===== src/rtl/parity_chain_pkg.sv =====
package parity_chain_pkg;

  // Strobes from the control half to the datapath half.
  typedef struct packed {
    logic drive;  // offer parity on the shared line
    logic judge;  // compare the line against local parity
  } strobe_t;

  function automatic int unsigned chainWidth(int unsigned lanes, int unsigned stages);
    return lanes + (lanes - 1) * (stages - 1);
  endfunction

endpackage


===== src/rtl/parity_stage.sv =====
module parity_stage #(
  parameter int unsigned LANES = 9
) (
  input  logic [LANES-1:0] bits,
  output logic             even
);
  // High when an even count of lanes are set (odd-parity bit).
  assign even = ~(^bits);
endmodule


===== src/rtl/parity_ctrl.sv =====
module parity_ctrl
  import parity_chain_pkg::*;
(
  input  logic    clk,
  input  logic    rstN,
  input  logic    pwrGood,
  input  logic    checkMode,
  output strobe_t strobe
);
  logic pwrOk;

  always_ff @(posedge clk or negedge rstN) begin
    if (!rstN) pwrOk <= 1'b0;
    else       pwrOk <= pwrGood;
  end

  always_comb begin
    strobe.drive = pwrOk & ~checkMode;
    strobe.judge = pwrOk & checkMode;
  end
endmodule


===== src/rtl/parity_datapath.sv =====
module parity_datapath
  import parity_chain_pkg::*;
#(
  parameter int unsigned LANES  = 9,
  parameter int unsigned STAGES = 3,
  localparam int unsigned DATA_W = LANES + (LANES - 1) * (STAGES - 1)
) (
  input  logic              clk,
  input  logic              rstN,
  input  strobe_t           strobe,
  input  logic [DATA_W-1:0] dataIn,
  input  logic              lineIn,
  output logic              lineOut,
  output logic              lineOe,
  output logic              errN,
  output logic              errQN
);
  logic [LANES-1:0]  stageIn [STAGES];
  logic [STAGES-1:0] stageEven;
  logic              mismatch;

  for (genvar g = 0; g < STAGES; g++) begin : g_stage
    if (g == 0) begin : g_head
      assign stageIn[g] = dataIn[LANES-1:0];
    end else begin : g_link
      assign stageIn[g] = {dataIn[LANES + (LANES-1)*(g-1) +: LANES-1], stageEven[g-1]};
    end
    parity_stage #(.LANES(LANES)) u_stage (
      .bits (stageIn[g]),
      .even (stageEven[g])
    );
  end

  assign lineOut  = stageEven[STAGES-1];
  assign lineOe   = strobe.drive;
  // Ten bits with an even number of ones break the odd rule.
  assign mismatch = ~(^{stageIn[STAGES-1], lineIn});
  assign errN     = ~(strobe.judge & mismatch);

  always_ff @(posedge clk or negedge rstN) begin
    if (!rstN) errQN <= 1'b1;
    else       errQN <= errN;
  end
endmodule


===== src/rtl/parity_chain.sv =====
module parity_chain
  import parity_chain_pkg::*;
#(
  parameter int unsigned LANES  = 9,
  parameter int unsigned STAGES = 3,
  localparam int unsigned DATA_W = LANES + (LANES - 1) * (STAGES - 1)
) (
  input  logic              clk,
  input  logic              rstN,
  input  logic              pwrGood,
  input  logic              checkMode,
  input  logic [DATA_W-1:0] dataIn,
  input  logic              lineIn,
  output logic              lineOut,
  output logic              lineOe,
  output logic              errN,
  output logic              errQN
);
  strobe_t strobe;

  parity_ctrl u_ctrl (
    .clk       (clk),
    .rstN      (rstN),
    .pwrGood   (pwrGood),
    .checkMode (checkMode),
    .strobe    (strobe)
  );

  parity_datapath #(.LANES(LANES), .STAGES(STAGES)) u_dp (
    .clk     (clk),
    .rstN    (rstN),
    .strobe  (strobe),
    .dataIn  (dataIn),
    .lineIn  (lineIn),
    .lineOut (lineOut),
    .lineOe  (lineOe),
    .errN    (errN),
    .errQN   (errQN)
  );
endmodule


===== config.mk =====
export PLATFORM = sky130hd
export DESIGN_NAME = parity_chain
export DESIGN_NICKNAME = d
export VERILOG_FILES = /design/src/rtl/parity_chain_pkg.sv /design/src/rtl/parity_stage.sv /design/src/rtl/parity_ctrl.sv /design/src/rtl/parity_datapath.sv /design/src/rtl/parity_chain.sv
export SDC_FILE = /design/constraint.sdc
export NUM_CORES = 1
export LEC_CHECK = 0
export ABC_AREA = 0
export BUFFER_PORTS_ARGS = -buffer_cell sky130_fd_sc_hd__buf_4
export CORE_AREA = 4 4 41 43
export CTS_CLUSTER_SIZE = 40
export DETAILED_ROUTE_END_ITERATION = 8
export DIE_AREA = 0 0 45 47
export SLEW_MARGIN = 40
export SYNTH_ARGS = -nofsm -noshare
export SYNTH_HDL_FRONTEND = slang
export SYNTH_SLANG_ARGS = --single-unit

===== constraint.sdc =====
create_clock -name clk -period 2 [get_ports clk]
set_clock_uncertainty 0.05 [all_clocks]
set_input_delay 0.2 -clock clk [delete_from_list [all_inputs] [get_ports clk]]
set_output_delay 0.2 -clock clk [all_outputs]
set_load 0.01 [all_outputs]

Word level (Yosys, flattened, before mapping). Index checks and enable logic that the tools add are counted.

Bitwise operators: 9. Reductions and logical operators: 4.

Operator list (count): $reduce_xor 9->1 (3); $reduce_xor 10->1 (1); $not 1->1 (6); $and 1x1->1 (3).

Bits of input ports: 30. Word-level logic and storage cells: 15. Flip-flop bits (word level): 2. Output and inout port bits: 4.

Longest topological paths before layout. Gate-level depths: netlist of the first run.

Word-level depth: 8. Gate-level depth with buffers: 5. Mapped depth without buffers: 5.

Hierarchy. Synthesis of the first run repeated with hierarchy kept, for this count alone.

Cells, all modules: 35. Area total of the unflattened synthesis: 387.9 um^2.

By module, submodules not included: parity_stage (cells an instance 7, times used 3, sequential area each 0.0 um^2, area each 75.1 um^2); parity_datapath (cells an instance 11, times used 1, sequential area each 26.3 um^2, area each 121.4 um^2); parity_ctrl (cells an instance 3, times used 1, sequential area each 25.0 um^2, area each 41.3 um^2).

Worst setup path before layout of the first run. Ideal clock, no wire load.

Path type: in2out. Start: input dataIn[0]. End: output errN. Setup slack: 0.300 ns. Path buffers: 0. Stages on the path: 5. Arrival time: 1.450 ns. Path through: xnor2_1 -> xnor2_1 -> xnor3_1 -> xnor3_1 -> mux2i_1.

Word-level cells in the longest chain between the ends: 8.

Ends and longest elaborated chain: start, declared (line parity_chain.sv:12) `input logic [DATA_W-1:0] dataIn,`; $reduce_xor 9->1 (line parity_stage.sv:8) `assign even = ~(^bits);`; $not 1->1 (line parity_stage.sv:8); $reduce_xor 9->1 (line parity_stage.sv:8); $not 1->1 (line parity_stage.sv:8); $reduce_xor 10->1 (line parity_datapath.sv:37) `assign mismatch = ~(^{stageIn[STAGES-1], lineIn});`; $not 1->1 (line parity_datapath.sv:37); $and 1x1->1 (line parity_datapath.sv:38) `assign errN = ~(strobe.judge & mismatch);`; $not 1->1 (line parity_datapath.sv:38); end, declared (line parity_chain.sv:16) `output logic errN,`.

No other way between the ends.

Worst setup path in the final report of the first run.
Start: input dataIn[24]. End: output errN.

Word-level cells in the longest chain between the ends: 4.

Ends and longest elaborated chain (line): $reduce_xor 10->1 (parity_datapath.sv:37); $not 1->1 (parity_datapath.sv:37); $and 1x1->1 (parity_datapath.sv:38); $not 1->1 (parity_datapath.sv:38).

No other way between the ends.

==> out/metrics.yaml, run 1 <==
outcome: "finished clean"
tightest_slew_ns: 0.243
yosysTopAreaCell: "xnor2_1"
cts_buffers: 3
gp_congestion: 0.578
antenna_cells: 0
power.total_uw: 476
crit_path_end_kind: "output pin"
wirelength_um: 876
max_stage_delay_ns: 0.41
synth.mux.area_fraction_pct: 3.20
holdWs_ns: 0.0253
cellLeakagePower_uw: 0.000323
root_buffer: "clkbuf_4"
hold_class: "primary input to flop"
period_minus_slack_ns: 1.91
dr.pass1.iters: 1
path_cells: "buf_6, xor2_2, xnor2_1, xnor3_1, xnor3_1, mux2i_1, buf_4"
first_global_vias: 373
drv_cap: 0
ys_seq_area_share_pct: 16.4
area_delta_synth_final_pct: 108
num_rows: 13
die_w_um: 45
worst_setup_path_start_kind: "primary input"
setup_viol_count_final: 0
arrival_ns: 1.66
r2r_end: "u_dp.errQN"
slowest_stage: "xnor3_1"
relSlewSlack_pct: 83.7
die_y_um: 47
syn_avg_cell_area_um2: 10.4
final_cells: 84
yosys.area_share.simple_pct: 6.40
drt-wirelength-per-cell_um: 10.4
drc: 0
grt_max_degree: 4
critPathKind: "primary input to output pin"
syn_nets: 60
slew_violations: 0
cts_max_path_buffers: 2
nNetsFinal: 100
first_iter_violations: 0
antenna_found_initial: 0
dpl.cell_count: 78
io_buffers: 33
nFillCells: 143
finalCritPeriodShare_pct: 95.5
hpwl_um: 689
grt_pass1_wl_um: 1260
die_area_um2: 2120
postRouteAntennaNets: 0
num_vias: 331
tritoncts: "done"
timing.fmax_mhz: 524
synth_compound_area_share_pct: 0
crit_path_start: "dataIn[24]"
yosysWarnings: 0
cts.clk_slew.worst_paths_ns: 0.04
yosys.area.top_type_share_pct: 47.6
ioPinCount: 34
endpoint: "errN"
grt_usage_pct: 8.55
timing.rr.start: "u_ctrl.pwrOk"
hold_start: "pwrGood"
drive_gt1_share_pct: 60.9
avgViaCountPerCell: 3.94
worstPathRequired_ns: 1.75
path_max_fanout: 2
hold_viol: 0
ys_ff_latch: 2
synth_area_um2: 313
cpMostUsedCell: "xnor3_1"
initial_core_util_pct: 24.0
syn-instance-count: 30
grt-ovfl-total: 0
cts_sinks: 2
ys_types: 12
synth-xor-area-share_pct: 72.8
synthTopCellsByArea: "xnor2_1 (48%), xnor3_1 (14%), dfstp_2 (8.4%), dfrtp_1 (8.0%), xor2_1 (5.6%)"
ir_drop_v: 0.000587
synth_top_family_by_area: "XOR/XNOR gates"
power.density_nw_per_um2: 733
htreeDepth: 1
synth_fa_ha_area_share_pct: 0
ff2ff_setup_slack_ns: 1.01
core_um2: 1300
insertion_delay_ns: 0.23
fin_util_pct: 49.9
worst_r2r_path_depth: 3
## through the flow
stage                     setup TNS (ns)  area, µm²  setup slack, ns
final                                  0        649           0.0904
after global routing            -0.00359        649         -0.00359
after CTS                              0        616           0.0407
after detailed placement               0        579           0.0525
after global placement                 0        579           0.0486
after floorplan                        0        313            0.300
## flip-flops by register name (all words and copies together), names as in the netlist
signal / flops
u_ctrl.pwrOk: 1
u_dp.errQN: 1
## placed cells by master, fill, tap and decap left out
cell            n
dlygate4sd3_1   1
dfrtp_1         1
buf_6           1
clkbuf_1        1
xnor3_1         2
nor2_1          1
xnor2_2         3
mux2i_1         1
buf_4          33
and3_1          1
dfstp_2         1
nand2_1         1
inv_1           1
clkbuf_4        3
xor2_1          1
xor2_2          1
xnor2_1        15
nor2b_1         1
## cell families after synthesis
| group | after synthesis |
|---|---|
| DFF | 2 |
| and+or+nand+nor | 4 |
| xor gates and xnor gates | 22 |
| muxes | 1 |
| buffers and inverters | 1 |
## worst max-delay path, delay by kind of cell
kind | cells | cell delay (ns)
buffers and inverters | 2 | 0.25
xor gates and xnor gates | 4 | 0.97
muxes | 1 | 0.24
## per-layer routing
metal | share of wire, % | GRT usage, % | wire length, µm
met1 | 28 | 7.55 | 247
met5 | 0 | 0 | 0
met4 | 0 | 8.77 | 0
met2 | 57 | 15.0 | 496
met3 | 15 | 2.68 | 132
## where the power goes
group          total (µW)  leakage [µW]  switching [µW]  internal [µW]
Combinational         320      0.000285             114            206
Sequential           55.0     0.0000222            2.40           52.6
Clock                 101     0.0000150            26.4           74.3
## synth_stat cells (all sizes together)
cell type	count
dfrtp	1
nor2b	1
nor2	1
dfstp	1
nand2	1
inv	1
xnor3	2
and3	1
xor2	2
xnor2	18
mux2i	1
## repair_timing
item | 4_1_cts | 5_1_grt
hold endpoints to repair | 2 | 0
buffers inserted | 0 | 1
endpoints found under the setup margin | 0 | 1
hold buffers | 1 | 0
resized for setup | 0 | 4
## worst min-delay path by stage
stage | depth (start not counted) | slack (ns) | endpoint
after floorplan | 0 | -0.15 | u_ctrl.pwrOk
after global placement | 1 | -0.07 | u_ctrl.pwrOk
after detailed placement | 1 | -0.07 | u_ctrl.pwrOk
after CTS | 1 | 0.02 | u_ctrl.pwrOk
after global routing | 1 | 0.005 | u_ctrl.pwrOk
final | 1 | 0.03 | u_ctrl.pwrOk
## final cells by class
class	count	area, µm²	share of cell area, %
flip-flops and latches	2	51.3	7.90
clock buffers	4	26.3	4.05
multi-input cells	27	280	43.2
repair buffers	35	269	41.4
inverters	1	3.75	0.578
well taps	15	18.8	2.89
Power figures use the tool's default switching activity.
==> run 2: changes to the inputs <==
--- a/config.mk
+++ b/config.mk
@@ -12,4 +12,5 @@
 export DETAILED_ROUTE_END_ITERATION = 8
 export DIE_AREA = 0 0 45 47
+export SETUP_SLACK_MARGIN = 0.5
 export SLEW_MARGIN = 40
 export SYNTH_ARGS = -nofsm -noshare
==> constraint.sdc (replaced) <==
create_clock -name clk -period 2 [get_ports clk]
set_clock_uncertainty 0.05 [all_clocks]
set_input_delay 0.5 -clock clk [delete_from_list [all_inputs] [get_ports clk]]
set_output_delay 0.5 -clock clk [all_outputs]
set_load 0.01 [all_outputs]
==> out/metrics.yaml, run 2 (synthesis results as in run 1) <==
num_vias: 345  # +4.2%
setup_viol_count_final: 2  # +2
timing.rr.start: "u_ctrl.pwrOk"
hpwl_um: 687  # -0.36%
timing.fmax_mhz: 391  # -25%
nNetsFinal: 100  # unchanged
setup_ws_ns: -0.555  # -0.645 ns
gp_congestion: 0.592  # +2.5%
violations: "setup timing"
outcome: "complete, but fails checks"
cts_buffers: 3  # unchanged
cellLeakagePower_uw: 0.000354  # +9.6%
wl_met3_um: 135  # +2.3%
power.density_nw_per_um2: 749  # +2.2%
drc: 0  # unchanged
tritoncts: "done"
avgViaCountPerCell: 4.11  # +4.2%
switchingPower_uw: 162  # +13%
cts_sinks: 2  # unchanged
nFillCells: 133  # -7.0%
wirelength_um: 906  # +3.4%
holdWs_ns: 0.330  # +0.305 ns
crit_path_end_kind: "output pin"
die_w_um: 45  # unchanged
antenna_cells: 0  # unchanged
hold_viol: 0  # unchanged
p_comb_share_pct: 70.5  # +3.2 points
grt_pass1_wl_um: 1210  # -3.8%
htreeDepth: 1  # unchanged
wl_met2_um: 547  # +10%
root_buffer: "clkbuf_4"
hold_start: "pwrGood"
p_int_uw: 367  # +10%
drt-wirelength-per-cell_um: 10.8  # +3.4%
first_global_vias: 342  # -8.3%
rsz0062_at_grt: "true"
seq_area_um2: 51.3  # unchanged
insertion_delay_ns: 0.23  # about the same
period_minus_slack_ns: 2.55  # +0.645 ns
worstPathRequired_ns: 1.45  # -0.30 ns
multi_input_area_um2: 322  # +15%
worst_setup_path_start_kind: "primary input"
num_rows: 13  # unchanged
io_buffers: 33  # unchanged
drive_gt1_share_pct: 69.6  # +8.7 points
critPathKind: "primary input to output pin"
clockPowerShare_pct: 19.1  # -2.0 points
crit_path_start: "dataIn[5]"
initial_core_util_pct: 24.0  # unchanged
cts.clk_slew.worst_paths_ns: 0.03  # about the same
reg_top3: "u_ctrl.pwrOk (1), u_dp.errQN (1)"
dr.max_layer_used: "met3"
tightest_slew_ns: 0.275  # +0.0318 ns
arrival_ns: 2.00  # +0.34 ns
grt_max_degree: 4  # unchanged
antenna_found_initial: 0  # unchanged
relSlewSlack_pct: 81.6  # -2.1 points
hold_class: "primary input to flop"
ioPinCount: 34  # unchanged
p_seq_share_pct: 10.4  # -1.2 points
grt_usage_pct: 8.10  # -0.45 points
wl_met1_um: 222  # -10%
pre_cts_ws_ns: -0.547  # -0.600 ns
path_max_fanout: 2  # unchanged
finalCritPeriodShare_pct: 128  # +32 points
cts_max_path_buffers: 2  # unchanged
dr.pass1.iters: 3  # +2
mostFrequentLayoutCells: "buf_4 (29), xnor2_1 (10), xnor2_2 (8), buf_6 (5), clkbuf_4 (3)"
power.total_uw: 529  # +11%
grt-ovfl-total: 0  # unchanged
die_area_um2: 2120  # unchanged
slew_violations: 0  # unchanged
layout_commonest_cell: "buf_4"
postRouteAntennaNets: 0  # unchanged
fin_util_pct: 54.2  # +4.3 points
area_delta_synth_final_pct: 126
ir_drop_v: 0.000581  # -1.0%
die_y_um: 47  # unchanged
sw_frac_of_total_pct: 30.6  # +0.52 points
drv_cap: 0  # unchanged
core_um2: 1300  # unchanged
first_iter_violations: 3  # +3
-- run 2: layout make-up --
cell class                 instances  area share (%)
tap                               15            2.66
inverter                           1           0.532
timing repair buffer              35            40.2
sequential                         2            7.27
clock buffer                       4            3.72
multi-input combinational         27            45.6
-- run 2: final timing paths --
check	to	slack, ns	depth (start not counted)
hold reg to reg	u_dp.errQN	0.68	3
setup reg to reg	u_dp.errQN	1.03	3
setup / recovery	errN	-0.55	7
max in group asynchronous	u_dp.errQN	1.16	2
hold / removal	u_ctrl.pwrOk	0.33	1
min in group asynchronous	u_ctrl.pwrOk	0.55	2
-- run 2: power groups by stage --
| stage | Combinational [µW] | Sequential [µW] | Clock (µW) |
|---|---|---|---|
| detailed placement | 323 | 55.1 | 0 |
| global placement | 320 | 55.0 | 0 |
| finish | 373 | 54.8 | 101 |
| CTS | 365 | 54.7 | 105 |
| floorplan | 194 | 59.0 | 0 |
| global route | 399 | 55.9 | 115 |
-- run 2: critical path, stage by stage --
cell     delay [ns]
buf_6          0.09
xnor2_2        0.12
xnor2_1        0.18
xnor3_1        0.42
xnor3_1        0.26
mux2i_2        0.26
buf_4          0.16
-- run 2: stage by stage --
step / std cells / cell area (µm²) / TNS [ns]
2_1_floorplan: 30 / 324 / -0.334
3_3_place_gp: 78 / 591 / -0.885
3_5_place_dp: 78 / 591 / -0.888
4_1_cts: 84 / 668 / -0.871
5_1_grt: 84 / 706 / -1.01
6_report: 84 / 706 / -0.871
-- run 2: metal layers --
metal | up-vias | track usage (%)
met3 | 0 | 3.45
met4 | 0 | 3.51
met5 | - | 0
met2 | 23 | 15.3
li1 | 169 | -
met1 | 153 | 7.62
-- run 2: repair_timing --
item                                   4_1_cts  5_1_grt
pin swaps                                    4        1
resized for setup                            7        5
hold buffers                                 1        0
buffers inserted                             1        0
setup endpoints to repair                    3        3
endpoints found under the hold margin        1        0
==> run 3: changes to the inputs <==
- RECOVER_POWER: default -> 25
==> out/metrics.yaml, run 3 (synthesis results as in run 1) <==
period_minus_slack_ns: 2.55  # unchanged
grt_pass1_wl_um: 1210  # unchanged
crit_path_start: "dataIn[5]"
fin_area_um2: 706  # unchanged
setup_ws_ns: -0.555  # unchanged
finalCritPeriodShare_pct: 128  # unchanged
htreeDepth: 1  # unchanged
path_cells: "buf_6, xnor2_2, xnor2_1, xnor3_1, xnor3_1, mux2i_2, buf_4"
slew_violations: 0  # unchanged
postRouteAntennaNets: 0  # unchanged
dr.pass1.iters: 3  # unchanged
die_w_um: 45  # unchanged
seq_area_um2: 51.3  # unchanged
timing.fmax_mhz: 391  # unchanged
timing.rr.start: "u_ctrl.pwrOk"
power.total_uw: 529  # about the same
cpMostUsedCell: "xnor3_1"
hold_viol: 0  # unchanged
drt-wirelength-per-cell_um: 10.8  # -0.11%
gp_congestion: 0.592  # unchanged
place_area_um2: 591  # unchanged
ioPinCount: 34  # unchanged
cellLeakagePower_uw: 0.000353  # about the same
hpwl_um: 687  # unchanged
reg_top3: "u_ctrl.pwrOk (1), u_dp.errQN (1)"
tritoncts: "done"
critPathKind: "primary input to output pin"
die_y_um: 47  # unchanged
cts.clk_slew.worst_paths_ns: 0.03  # about the same
outcome: "complete, but fails checks"
worst_r2r_path_depth: 3  # unchanged
hold_class: "primary input to flop"
root_buffer: "clkbuf_4"
area_delta_synth_final_pct: 126  # unchanged
crit_path_end_kind: "output pin"
cts_buffers: 3  # unchanged
tightest_slew_ns: 0.275  # unchanged
first_global_vias: 342  # unchanged
antenna_cells: 0  # unchanged
initial_core_util_pct: 24.0  # unchanged
worst_setup_path_start_kind: "primary input"
insertion_delay_ns: 0.23  # about the same
num_rows: 13  # unchanged
rsz0062_at_grt: "true"
nNetsFinal: 100  # unchanged
arrival_ns: 2.00  # about the same
wirelength_um: 905  # -0.11%
slowest_stage: "xnor3_1"
io_buffers: 33  # unchanged
grt_max_degree: 4  # unchanged
violations: "setup timing"
max_stage_delay_ns: 0.42  # about the same
drc: 0  # unchanged
cts_max_path_buffers: 2  # unchanged
grt-ovfl-total: 0  # unchanged
die_area_um2: 2120  # unchanged
grt_usage_pct: 8.10  # unchanged
path_max_fanout: 2  # unchanged
r2r_end: "u_dp.errQN"
drv_cap: 0  # unchanged
multi_input_area_um2: 322  # unchanged
ir_drop_v: 0.000581  # about the same
endpoint: "errN"
power.density_nw_per_um2: 749  # about the same
antenna_found_initial: 0  # unchanged
cts_sinks: 2  # unchanged
first_iter_violations: 3  # unchanged
core_um2: 1300  # unchanged
avgViaCountPerCell: 4.11  # unchanged
tns_ns: -0.871  # -0.00000700 ns
nFillCells: 133  # unchanged
setup_viol_count_final: 2  # unchanged
mostFrequentLayoutCells: "buf_4 (28), xnor2_1 (10), xnor2_2 (8), buf_6 (5), clkbuf_4 (4)"
drive_gt1_share_pct: 69.6  # unchanged
worstPathRequired_ns: 1.45  # about the same
ff2ff_setup_slack_ns: 1.03  # about the same
relSlewSlack_pct: 81.6  # unchanged
layout_commonest_cell: "buf_4"
num_vias: 345  # unchanged
==> run 3: worst min path at each step <==
stage	startpoint	to	slack (ns)	depth (start not counted)
finish	pwrGood	u_ctrl.pwrOk	0.35	1
global route	pwrGood	u_ctrl.pwrOk	0.33	1
CTS	pwrGood	u_ctrl.pwrOk	0.33	1
floorplan	rstN	u_ctrl.pwrOk	0.15	0
global placement	rstN	u_ctrl.pwrOk	0.23	1
detailed placement	rstN	u_ctrl.pwrOk	0.23	1
==> run 3: timing repair <==
item                                    4_1_cts  5_1_grt
endpoints found under the setup margin        3        3
gates resized for setup                       7        5
hold endpoints to repair                      1        0
pin swaps                                     4        1
hold buffers                                  1        0
setup buffers                                 1        0
==> run 3: stage by stage <==
step	setup WS, ns	util (%)	instances	hold slack (ns)
2_1_floorplan	-0.271	-	30	0.154
3_3_place_gp	-0.544	45.4	78	0.232
3_5_place_dp	-0.547	45.4	78	0.233
4_1_cts	-0.541	51.3	84	0.327
5_1_grt	-0.629	54.2	84	0.333
6_report	-0.555	54.2	84	0.353
==> run 3: final cells by class <==
type / count / share of cell area, %
flip-flops and latches: 2 / 7.27
inverters: 1 / 0.532
multi-input cells: 27 / 45.6
repair buffers: 35 / 40.2
clock buffers: 4 / 3.72
well taps: 15 / 2.66
==> run 3: power breakdown <==
part           total (µW)  leakage [µW]  internal (µW)  switching, µW
Clock                 101     0.0000150           74.4           26.8
Sequential           54.8     0.0000222           52.6           2.16
Combinational         373      0.000316            240            133
==> run 3: critical path: cells and delay by family <==
family	cells	cell delay, ns
xor gates and xnor gates	4	0.98
muxes	1	0.26
buffers and inverters	2	0.25
==> run 3: layer usage <==
metal	part of all wire, %	wire [µm]	GRT usage [%]	up-vias
met5	0	0	0	-
met3	15	135	3.45	0
met4	0	0	3.51	0
met2	60	547	15.3	23
met1	25	222	7.62	153
li1	-	-	-	169
